### config.mk
export PLATFORM = sky130hd
export DESIGN_NAME = txpa_ctrl
export DESIGN_NICKNAME = d
export VERILOG_FILES = /design/src/rtl/txpa_pkg.sv /design/src/rtl/txpa_sync.sv /design/src/rtl/txpa_tick.sv /design/src/rtl/txpa_gain.sv /design/src/rtl/txpa_thermal.sv /design/src/rtl/txpa_ctrl.sv
export SDC_FILE = /design/constraint.sdc
export NUM_CORES = 1
export LEC_CHECK = 0
export ABC_AREA = 1
export BUFFER_PORTS_ARGS = -buffer_cell sky130_fd_sc_hd__buf_4
export CORE_UTILIZATION = 25
export DETAILED_ROUTE_END_ITERATION = 6
export SYNTH_ARGS = -nofsm -noshare
export SYNTH_HDL_FRONTEND = slang
export SYNTH_HIERARCHICAL = 1
export SYNTH_SLANG_ARGS = --single-unit
### constraint.sdc
create_clock -name clk -period 2.6 [get_ports clk]
set_clock_uncertainty 0.1 [all_clocks]
set_input_delay 0.13 -clock clk [delete_from_list [all_inputs] [get_ports clk]]
set_output_delay 0.13 -clock clk [all_outputs]
set_load 0.02 [all_outputs]
### src/rtl/txpa_pkg.sv
package txpa_pkg;
    localparam int GAIN_W   = 5;
    localparam int TEMP_N   = 4;
    localparam int ZONE_W   = 2;

    typedef logic [GAIN_W-1:0] gain_t;

    typedef enum logic [ZONE_W-1:0] {
        ZONE_COOL = 2'd0,
        ZONE_WARM = 2'd1,
        ZONE_HOT  = 2'd2,
        ZONE_CRIT = 2'd3
    } zone_e;

    localparam int IDX_TH3 = 2;
    localparam int IDX_TH4 = 3;
endpackage

### src/rtl/txpa_sync.sv
module txpa_sync #(
    parameter int WIDTH  = 1,
    parameter int STAGES = 2
) (
    input  logic             clk,
    input  logic             rst_n,
    input  logic [WIDTH-1:0] din,
    output logic [WIDTH-1:0] dout
);
    typedef struct packed {
        logic [STAGES-1:0][WIDTH-1:0] stage;
    } sync_st;

    sync_st s_d, s_q;

    always_comb begin
        s_d = s_q;
        s_d.stage[0] = din;
        for (int i = 1; i < STAGES; i++) begin
            s_d.stage[i] = s_q.stage[i-1];
        end
    end

    always_ff @(posedge clk or negedge rst_n) begin
        if (!rst_n) s_q <= '0;
        else        s_q <= s_d;
    end

    assign dout = s_q.stage[STAGES-1];
endmodule

### src/rtl/txpa_tick.sv
module txpa_tick #(
    parameter int CNT_W = 16
) (
    input  logic             clk,
    input  logic             rst_n,
    input  logic             run,
    input  logic             restart,
    input  logic [CNT_W-1:0] limit,
    output logic             tick
);
    typedef struct packed {
        logic [CNT_W-1:0] cnt;
    } tick_st;

    tick_st t_d, t_q;
    logic   at_limit;

    always_comb begin
        t_d      = t_q;
        at_limit = (t_q.cnt >= limit);
        if (!run || restart) begin
            t_d.cnt = '0;
        end else if (at_limit) begin
            t_d.cnt = '0;
        end else begin
            t_d.cnt = t_q.cnt + 1'b1;
        end
    end

    always_ff @(posedge clk or negedge rst_n) begin
        if (!rst_n) t_q <= '0;
        else        t_q <= t_d;
    end

    assign tick = run && !restart && at_limit;
endmodule

### src/rtl/txpa_gain.sv
module txpa_gain
    import txpa_pkg::*;
(
    input  logic  clk,
    input  logic  rst_n,
    input  logic  tx_en,
    input  gain_t target,
    input  logic  oc,
    input  logic  tick,
    output logic  tx_start,
    output gain_t gain
);
    typedef struct packed {
        logic  tx;
        gain_t lvl;
    } gain_st;

    gain_st g_d, g_q;

    always_comb begin
        g_d    = g_q;
        g_d.tx = tx_en;
        if (!tx_en || !g_q.tx) begin
            g_d.lvl = target;
        end else if (g_q.lvl > target) begin
            g_d.lvl = target;
        end else if (tick && oc && (g_q.lvl != '0)) begin
            g_d.lvl = g_q.lvl - 1'b1;
        end
    end

    always_ff @(posedge clk or negedge rst_n) begin
        if (!rst_n) g_q <= '0;
        else        g_q <= g_d;
    end

    assign tx_start = tx_en && !g_q.tx;
    assign gain     = g_q.lvl;
endmodule

### src/rtl/txpa_thermal.sv
module txpa_thermal
    import txpa_pkg::*;
(
    input  logic              clk,
    input  logic              rst_n,
    input  logic [TEMP_N-1:0] above,
    output logic              pa_en,
    output zone_e             zone
);
    typedef struct packed {
        logic  shut;
        zone_e zn;
    } therm_st;

    therm_st h_d, h_q;

    always_comb begin
        h_d = h_q;
        if (above[IDX_TH4]) begin
            h_d.shut = 1'b1;
        end else if (!above[IDX_TH3]) begin
            h_d.shut = 1'b0;
        end
        if (above[2])      h_d.zn = ZONE_CRIT;
        else if (above[1]) h_d.zn = ZONE_HOT;
        else if (above[0]) h_d.zn = ZONE_WARM;
        else               h_d.zn = ZONE_COOL;
    end

    always_ff @(posedge clk or negedge rst_n) begin
        if (!rst_n) h_q <= '{shut: 1'b0, zn: ZONE_COOL};
        else        h_q <= h_d;
    end

    assign pa_en = !h_q.shut;
    assign zone  = h_q.zn;
endmodule

### src/rtl/txpa_ctrl.sv
module txpa_ctrl
    import txpa_pkg::*;
#(
    parameter int TICK_W      = 16,
    parameter int SYNC_STAGES = 2
) (
    input  logic              clk,
    input  logic              rst_n,
    input  logic [4:0]        target_gain,
    input  logic              tx_en,
    input  logic              mod_psk,
    input  logic              oc_raw,
    input  logic [3:0]        temp_raw,
    input  logic [TICK_W-1:0] tick_div,
    output logic [4:0]        gain_out,
    output logic              pa_en,
    output logic              rlim_pull,
    output logic [1:0]        zone
);
    localparam int CMP_N = TEMP_N + 1;

    typedef struct packed {
        logic pull;
    } pad_st;

    logic [CMP_N-1:0]  cmp_s;
    logic              oc_s;
    logic [TEMP_N-1:0] temp_s;
    logic              tick;
    logic              tx_start;
    gain_t             lvl;
    zone_e             zn;
    pad_st             p_d, p_q;

    txpa_sync #(.WIDTH(CMP_N), .STAGES(SYNC_STAGES)) u_sync (
        .clk  (clk),
        .rst_n(rst_n),
        .din  ({oc_raw, temp_raw}),
        .dout (cmp_s)
    );

    assign oc_s   = cmp_s[CMP_N-1];
    assign temp_s = cmp_s[TEMP_N-1:0];

    txpa_tick #(.CNT_W(TICK_W)) u_tick (
        .clk    (clk),
        .rst_n  (rst_n),
        .run    (tx_en),
        .restart(tx_start),
        .limit  (tick_div),
        .tick   (tick)
    );

    txpa_gain u_gain (
        .clk     (clk),
        .rst_n   (rst_n),
        .tx_en   (tx_en),
        .target  (target_gain),
        .oc      (oc_s),
        .tick    (tick),
        .tx_start(tx_start),
        .gain    (lvl)
    );

    txpa_thermal u_therm (
        .clk  (clk),
        .rst_n(rst_n),
        .above(temp_s),
        .pa_en(pa_en),
        .zone (zn)
    );

    always_comb begin
        p_d      = p_q;
        p_d.pull = !mod_psk;
    end

    always_ff @(posedge clk or negedge rst_n) begin
        if (!rst_n) p_q <= '0;
        else        p_q <= p_d;
    end

    assign gain_out  = lvl;
    assign zone      = zn;
    assign rlim_pull = p_q.pull;
endmodule

# Yosys cells after proc, flatten, opt, wreduce, memory -nomap -nowiden

Index checks and enable logic that the tools add are counted.
W data, S select, Z words.

Register bits after elaboration: 36
Input bits: 30
Output and inout bits: 9
Logic and storage cells: 37

Add/sub/neg operators: 2
$lt $le $gt $ge: 2
Equality and inequality tests: 1
Muxes and demuxes: 10
Reduce and logical (&&, ||, !) cells: 14

Operator list:

| operator                | number |
|---|---|
| $mux W16                | 2 |
| $add A16 B1 Y16 const B | 1 |
| $ge A16 B16 Y1          | 1 |
| $mux W5                 | 3 |
| $gt A5 B5 Y1            | 1 |
| $logic_and A1 B1 Y1     | 5 |
| $logic_not A1 Y1        | 5 |
| $reduce_bool A5 Y1      | 1 |
| $sub A5 B1 Y5 const B   | 1 |
| $mux W2                 | 2 |
| $mux W1                 | 3 |
| $reduce_bool A3 Y1      | 1 |
| $logic_or A1 B1 Y1      | 2 |
| $ne A2 B1 Y1 const B    | 1 |

# Depth between registers and ports, before layout

Gate-level depths: netlist of the first run.

Depth after elaboration: 10
Depth in mapped cells: 15

# Hierarchy

The synthesis of the first run kept the hierarchy.

Modules (own cells, without submodules):

| module       | times used | cells each | area each (um^2) | sequential area each (um^2) |
|---|---|---|---|---|
| txpa_tick    | 1          | 180        | 1337.5           | 400.4 |
| txpa_gain    | 1          | 82         | 618.1            | 150.1 |
| txpa_sync    | 1          | 10         | 250.2            | 250.2 |
| txpa_thermal | 1          | 14         | 123.9            | 75.1 |
| txpa_ctrl    | 1          | 2          | 28.8             | 25.0 |

# Worst setup path before layout of the first run

OpenSTA, ideal clock, no wires.

Kind: reg2reg
From: register u_tick/t_q[5] in the netlist's numbering
To: register u_gain.g_q, in the netlist u_gain/gain[3]
Library setup time: 0.068 ns
Arrival: 2.004 ns
Data required time: 2.432 ns
Slack: 0.428 ns
Stages on the path, launching flop included: 14
Buffers on the path: 0
Period minus slack after synthesis: 2.172 ns
Path through: dfrtp_1 -> ha_1 -> nand2_1 -> inv_1 -> nand2_1 -> nor2_1 -> nor2_1 -> nand2_1 -> nand2_2 -> a21boi_0 -> nand3_4 -> nor2_1 -> nand3_1 -> nand3_1

Longest elaborated chain between the ends: 5

Ends and longest elaborated chain:

| item                                | line            | RTL |
|---|---|---|
| start: declaration                  | txpa_tick.sv:15 | `tick_st t_d, t_q;` |
| start signal: assignment            | txpa_tick.sv:32 | `else t_q <= t_d;` |
| $ge A16 B16 Y1                      | txpa_tick.sv:20 | `at_limit = (t_q.cnt >= limit);` |
| $logic_and A1 B1 Y1                 | txpa_tick.sv:35 | `assign tick = run && !restart && at_limit;` |
| net tick                            | txpa_ctrl.sv:29 | `logic tick;` |
| $logic_and A1 B1 Y1 (2 in series)   | txpa_gain.sv:27 | `end else if (tick && oc && (g_q.lvl != '0)) begin` |
| $reduce_bool A3 Y1 (no source line) | -               |  |
| end signal: assignment              | txpa_gain.sv:34 | `else g_q <= g_d;` |
| end: declaration                    | txpa_gain.sv:18 | `gain_st g_d, g_q;` |

The timed path passes the listed nets, and every way through them passes these cells.
A chain may end at the register's enable or synchronous reset.

# Worst setup path after layout of the first run

From: register u_tick/t_q[5] in the netlist's numbering
To: register u_gain.g_q, in the netlist u_gain/gain[0]

The elaborated chain is that of the path after synthesis.

==> run_results.csv, run 1 <==
group,metric,value,unit
sta,setup_slack,0.518,ns
logic_synthesis,synth_mux_area_frac,0,
clocking,cts.clk_slew.worst_paths,0.07,ns
place,gp_congestion,0.808,
route,num_vias,1915,
place,io_buffer_count,38,
clocking,ctsResizeCount,0,
logic_synthesis,ys_ff_latch,36,
floorplan,die-area,9830,um2
power,p_leak,1.57,nW
sta,finalSetupTns,0,ns
sta,max_slew.worst_pin.slew,0.454,ns
route,firstDrtPassIters,4,
job,cap_viol_max_count,0,
sta,max_freq,480,MHz
logic_synthesis,ys_types,28,
sta,setup_viol,0,
floorplan,start_util,0.256,
logic_synthesis,synth_compound_area_frac,0.0265,
logic_synthesis,synth_nets,341,
sta,min_period_over_period,0.801,
logic_synthesis,ys_warn_count,6,
logic_synthesis,yosys.area_share.simple,0.306,
floorplan,die_h,99.1,um
global_routing,grt_max_degree,37,
route,antenna_left,0,
layout,n_antenna_cell,0,
worst_setup_path,crit_path_max_fanout,6,
route,vias_per_cell,4.27,
global_routing,grt_pass1_wl,7880,um
sta,drv_slew,0,
layout,nFillCells,960,
clocking,clock_latency,0.29,ns
route,wirelength,4620,um
logic_synthesis,synthArstFlopShare,1.00,
logic_synthesis,syn_inst,288,
worst_setup_path,worstPathCellList,"ha_1 > nand2_1 > inv_1 > nand2_1 > nor2_1 > nor2_1 > nand2_1 > nand2_2 > a21boi_0 > buf_4 > nand3_4 > nand2_1 > nand2_1 > o21ai_1",
place,dp_slack,0.519,ns
clocking,cts_tree,"yes",
worst_setup_path,crit_path_end_kind,"flip-flop",
worst_setup_path,path_delay_family,"simple AND/OR/NAND/NOR gates",
worst_setup_path,critical-path-slowest-cell,"dfrtp_1",
clocking,cts_root_buf,"clkbuf_8",
worst_setup_path,max_stage_delay,0.46,ns
worst_setup_path,critPathArrivalTime,2.20,ns
worst_setup_path,start_kind,"flip-flop",
floorplan,num_rows,35,
layout,layout.nets,389,
worst_setup_path,cp.required,2.72,ns
worst_setup_path,cp_common_cell,"nand2_1",
floorplan,num_io_pins,39,
route,post_drt_wl_per_cell,10.3,um
worst_setup_path,worst-setup-path-type,"flip-flop to flip-flop",
layout,drive_gt1_frac,0.211,
power,power_density,467,nW/um2
logic_synthesis,ys_seq_area_frac,0.382,
logic_synthesis,post_synth.cell_area_avg,8.19,um2
sta,rsz0062_at_grt,"no",
logic_synthesis,synth_top_family_by_area,"simple AND/OR/NAND/NOR gates",
power,power.total,1.37,mW
logic_synthesis,synthAdderAreaFrac,0.122,
status,status,"complete, no violations",
layout,area_growth,24.4,%
power,irDropWorstVdd,0.000257,V
sta,post-route-min-period,2.08,ns
sta,relSlewSlack,0.697,
worst_hold_path,hold_path_class,"input pin to flip-flop",
clocking,h-tree-depth,2,
worst_setup_path,crit_buf_inv,2,
global_routing,grt_use_total,0.101,
route,drc_errors,0,
logic_synthesis,ys.flop_type,"dfrtp_1",
logic_synthesis,synth_edf_count,0,
sta,finalHoldViolCount,0,
clocking,post_cts_buffers,0,
place,dp_hpwl,3500,um
floorplan,die_x,99.1,um
route,drt_iter0_drc,61,
global_routing,grt_overflow,0,
logic_synthesis,synth_xor_area_frac,0.0446,
logic_synthesis,synth_area,2360,um2
clocking,cts_buffer_depth,2,
global_routing,antenna_found_initial,0,
clocking,numCtsBuffers,5,
global_routing,grt_pass1_vias,1903,
clocking,clock-sinks,36,
floorplan,core_area,9200,um2
## sequential cells by signal, summed over array words and instances (netlist names)
register and count:
rlim_pull 1, u_gain/g_q 1, u_gain/gain 5, u_sync/dout 5, u_sync/s_d 5, u_therm/h_q 1
u_therm/zone 2, u_tick/t_q 16
## where the power goes
part           total [mW]  internal (mW)  switching (mW)
clock               0.494          0.285           0.209
combinational       0.264          0.117           0.148
sequential          0.613          0.586          0.0272
total                1.37          0.987           0.384
## cell type report
cell class	count	area (um2)	area share
Multi-Input combinational cell	188	1180	0.401
Sequential cell	36	901	0.307
Timing Repair Buffer	49	393	0.134
Inverter	56	218	0.0742
Tap cell	111	139	0.0473
Clock buffer	6	72.6	0.0247
Clock inverter	2	35.0	0.0119
## tightest hold or removal path: cells and delay by family
kind,cells,cell delay [ns]
buf+inv,2,0.12
simple gates,3,0.15
## metrics by stage
| step | hold WS [ns] | utilization | instances | instance area [um2] |
|---|---|---|---|---|
| final | 0.0375 | 0.319 | 448 | 2930 |
| after CTS | 0.0375 | 0.319 | 448 | 2930 |
| after floorplan | -0.266 | - | 288 | 2360 |
| after detailed placement | 0.0263 | 0.296 | 430 | 2730 |
| after global routing | 0.0572 | 0.319 | 448 | 2930 |
| after global placement | 0.0184 | 0.296 | 430 | 2730 |
## placed cells by master, fill, tap and decap left out, types with 4 or more instances in the layout
master         count
o21ai_1            4
xor2_1             9
ha_1              23
dfrtp_1           36
buf_4             39
a21oi_1            7
nand2_1           63
nand3_1           12
dlygate4sd3_1     10
nor2_2             5
inv_1             52
clkbuf_8           5
nand2_2            4
nor2_1            30
nand4_1           13
## final timing paths
kind / from / end / slack, ns / cells past startpoint
worst min register to register: u_sync/s_d[6]$_DFF_PN0_ / u_sync/dout[1]$_DFF_PN0_ / 0.25 / 0
worst min-delay path: target_gain[1] / u_gain/gain[1]$_DFFE_PN0P_ / 0.04 / 5
min in group asynchronous: rst_n / u_tick/t_q[10]$_DFF_PN0_ / 0.24 / 2
worst max register to register: u_tick/t_q[5]$_DFF_PN0_ / u_gain/gain[0]$_DFFE_PN0P_ / 0.52 / 14
max in group asynchronous: rst_n / u_sync/dout[3]$_DFF_PN0_ / 1.84 / 2
worst max-delay path: u_tick/t_q[5]$_DFF_PN0_ / u_gain/gain[0]$_DFFE_PN0P_ / 0.52 / 14
## Yosys cell counts, types with 2 or more instances
library cell,number,area (um2)
nand2_1,63,236
inv_1,52,195
dfrtp_1,36,901
nor2_1,30,113
ha_1,23,288
nand4_1,13,81.3
nand3_1,12,60.1
xor2_1,9,78.8
a21oi_1,7,35.0
buf_4,7,52.6
nor2_2,5,31.3
nand2_2,4,25.0
o21ai_1,4,20.0
nand2_4,3,33.8
nand3_2,3,30.0
xnor2_1,3,26.3
inv_2,2,7.51
nand3_4,2,35.0
## logic make-up (layout without fill, tap and decap cells)
group | Yosys count | after routing
buffers and inverters | 64 | 113
AO/OA/AOI/OAI | 12 | 12
adder cells (fa/ha/maj) | 23 | 23
flip-flops | 36 | 36
XOR/XNOR | 12 | 12
AND/OR/NAND/NOR | 141 | 141
## repair_timing
item,in CTS,in global routing
endpoints found under the setup margin,0,0
hold endpoints to repair,45,0
hold buffers,10,0
## metal layers
metal / routed length, um / global-route usage / up-vias / share of wire
li1: - / - / 991 / -
met1: 2180 / 0.122 / 889 / 0.47
met2: 2240 / 0.175 / 31 / 0.48
met3: 173 / 0.0309 / 4 / 0.037
met4: 31 / 0.0238 / 0 / 0.0067
met5: 0 / 0 / - / 0
Power figures use the tool's default switching activity.
==> run 2: changes to the inputs <==
Clock period 2.6 ns to 2.05 ns, I/O delays scaled along.
==> run_results.csv, run 2 (synthesis gave the netlist of run 1 again) <==
group,metric,value,unit
worst_setup_path,max_stage_delay,0.43,ns
worst_setup_path,crit_path_max_fanout,4,
layout,n_antenna_cell,0,
layout,regMostFlops,"u_tick/t_q",
route,firstDrtPassIters,4,
sta,post-route-min-period,2.04,ns
clocking,cts_buffer_depth,2,
floorplan,core_area,9200,um2
clocking,clock_latency,0.29,ns
layout,layout.nets,402,
worst_setup_path,reg2regPathDepth,13,
floorplan,num_rows,35,
place,io_buffer_count,38,
worst_setup_path,critical-path-slowest-cell,"dfrtp_1",
sta,hold_ws,0.0238,ns
worst_hold_path,min_from,"target_gain[4]",
route,num_vias,1922,
layout,final_cell_mix,"nand2_1 (62), buf_4 (52), inv_1 (50)",
worst_setup_path,critPathArrivalTime,2.16,ns
layout,final_common_cell,"nand2_1",
status,status,"complete, no violations",
floorplan,start_util,0.256,
worst_setup_path,cp_common_cell,"nand2_1",
worst_setup_path,cp.required,2.17,ns
route,post_drt_wl_per_cell,10.1,um
layout,nFillCells,959,
sta,finalHoldViolCount,0,
sta,min_period_over_period,0.995,
sta,finalSetupTns,0,ns
layout,largest_reg_flops,16,
worst_setup_path,start_kind,"flip-flop",
route,drc_errors,0,
sta,relSlewSlack,0.691,
worst_hold_path,hold_path_class,"input pin to flip-flop",
worst_setup_path,crit_path_end_kind,"flip-flop",
worst_setup_path,reg2reg_from,"u_tick/t_q[11]$_DFF_PN0_",
clocking,numCtsBuffers,5,
route,wirelength,4650,um
worst_setup_path,ff2ff_setup_slack,0.01,ns
worst_hold_path,hold_end,"u_gain/gain[4]$_DFFE_PN0P_",
sta,rsz0062_at_grt,"yes",
floorplan,num_io_pins,39,
power,p_leak,1.63,nW
clocking,cts.clk_slew.worst_paths,0.08,ns
clocking,clock-sinks,36,
worst_setup_path,worst-setup-path-type,"flip-flop to flip-flop",
power,power_density,545,nW/um2
floorplan,die-area,9830,um2
sta,setup_viol,0,
worst_setup_path,worstPathCellList,"ha_1 > nand2_1 > inv_1 > nand3_1 > nor2_2 > nand2_2 > a21boi_1 > buf_4 > buf_4 > nand4_1 > nand3_1 > nand2_1 > nand2_1",
job,cap_viol_max_count,0,
sta,max_freq,490,MHz
worst_setup_path,path_delay_family,"simple AND/OR/NAND/NOR gates",
global_routing,grt_max_degree,37,
clocking,cts_tree,"yes",
route,antenna_left,0,
sta,max_slew.worst_pin.slew,0.463,ns
global_routing,grt_use_total,0.102,
route,drt_iter0_drc,29,
floorplan,die_h,99.1,um
layout,drive_gt1_frac,0.269,
worst_setup_path,crit_buf_inv,3,
global_routing,grt_overflow,0,
worst_setup_path,rr_endpoint,"u_gain/gain[2]$_DFFE_PN0P_",
layout,area_growth,30.6,%
global_routing,grt_pass1_vias,1850,
route,vias_per_cell,4.18,
worst_hold_path,whs_path_depth,5,
power,irDropWorstVdd,0.000313,V
sta,drv_slew,0,
place,gp_congestion,0.749,
power,power.total,1.68,mW
clocking,cts_root_buf,"clkbuf_8",
layout,post-route-util,0.335,
clocking,h-tree-depth,2,
floorplan,die_x,99.1,um
global_routing,antenna_found_initial,0,
place,dp_hpwl,3520,um
global_routing,grt_pass1_wl,8020,um
-- run 2: changes by cell type in the layout (fill, tap and decap cells not counted), sizes merged --
| cell | delta |
|---|---|
| clkinv | -1 |
| bufinv | -1 |
| clkbuf | +1 |
| buf | +13 |
-- run 2: final cells by class --
type                            count  area, um2  area share
Clock buffer                        7       96.3      0.0313
Multi-Input combinational cell    188       1240       0.401
Timing Repair Buffer               62        490       0.159
Tap cell                          111        139      0.0451
Inverter                           56        218      0.0707
Sequential cell                    36        901       0.292
-- run 2: timing repair --
item                       in CTS  in global routing
hold buffers                   10                  0
buffers inserted                0                  6
hold endpoints to repair       45                  0
setup endpoints to repair       0                  5
gates resized for setup         0                 10
-- run 2: report_power, final --
part | internal (mW) | total (mW) | leakage (nW) | switching [mW]
sequential | 0.743 | 0.774 | 0.452 | 0.0308
combinational | 0.158 | 0.356 | 1.13 | 0.198
clock | 0.300 | 0.550 | 0.0503 | 0.251
total | 1.20 | 1.68 | 1.63 | 0.479
-- run 2: worst register-to-register path, stage by stage, from the launching register on --
cell      delay (ns)
dfrtp_1         0.43
ha_1            0.31
nand2_1         0.05
inv_1           0.06
nand3_1         0.08
nor2_2          0.14
nand2_2         0.10
a21boi_1        0.15
buf_4           0.15
buf_4           0.11
nand4_1         0.09
nand3_1         0.09
nand2_1         0.05
nand2_1         0.05
-- run 2: metrics by stage --
step	std cells	setup WS, ns	cell area [um2]
floorplan	288	0.0506	2360
global placement	437	0.0680	2780
detailed placement	437	0.0397	2780
CTS	454	0.0134	2980
global route	460	-0.0673	3080
finish	460	0.0112	3080
-- run 2: how the worst max path moves through the flow --
stage / startpoint / end / slack [ns] / cells after the start
6_report: u_tick/t_q[11]$_DFF_PN0_ / u_gain/gain[2]$_DFFE_PN0P_ / 0.01 / 13
5_1_grt: u_tick/t_q[0]$_DFF_PN0_ / u_gain/gain[2]$_DFFE_PN0P_ / -0.07 / 14
4_1_cts: u_tick/t_q[11]$_DFF_PN0_ / u_gain/gain[3]$_DFFE_PN0P_ / 0.01 / 12
3_5_place_dp: u_tick/t_q[11]$_DFF_PN0_ / u_gain/gain[3]$_DFFE_PN0P_ / 0.04 / 12
3_3_place_gp: u_tick/t_q[11]$_DFF_PN0_ / u_gain/gain[3]$_DFFE_PN0P_ / 0.07 / 12
2_1_floorplan: u_tick/t_q[5]$_DFF_PN0_ / u_gain/gain[3]$_DFFE_PN0P_ / 0.05 / 13
-- run 2: per-layer routing --
metal | wire length, um | share of wire | vias to the layer above | global-route usage
li1 | - | - | 1015 | -
met1 | 2230 | 0.48 | 877 | 0.129
met2 | 2240 | 0.48 | 24 | 0.173
met3 | 142 | 0.031 | 6 | 0.0218
met4 | 44 | 0.0095 | 0 | 0.0305
met5 | 0 | 0 | - | 0
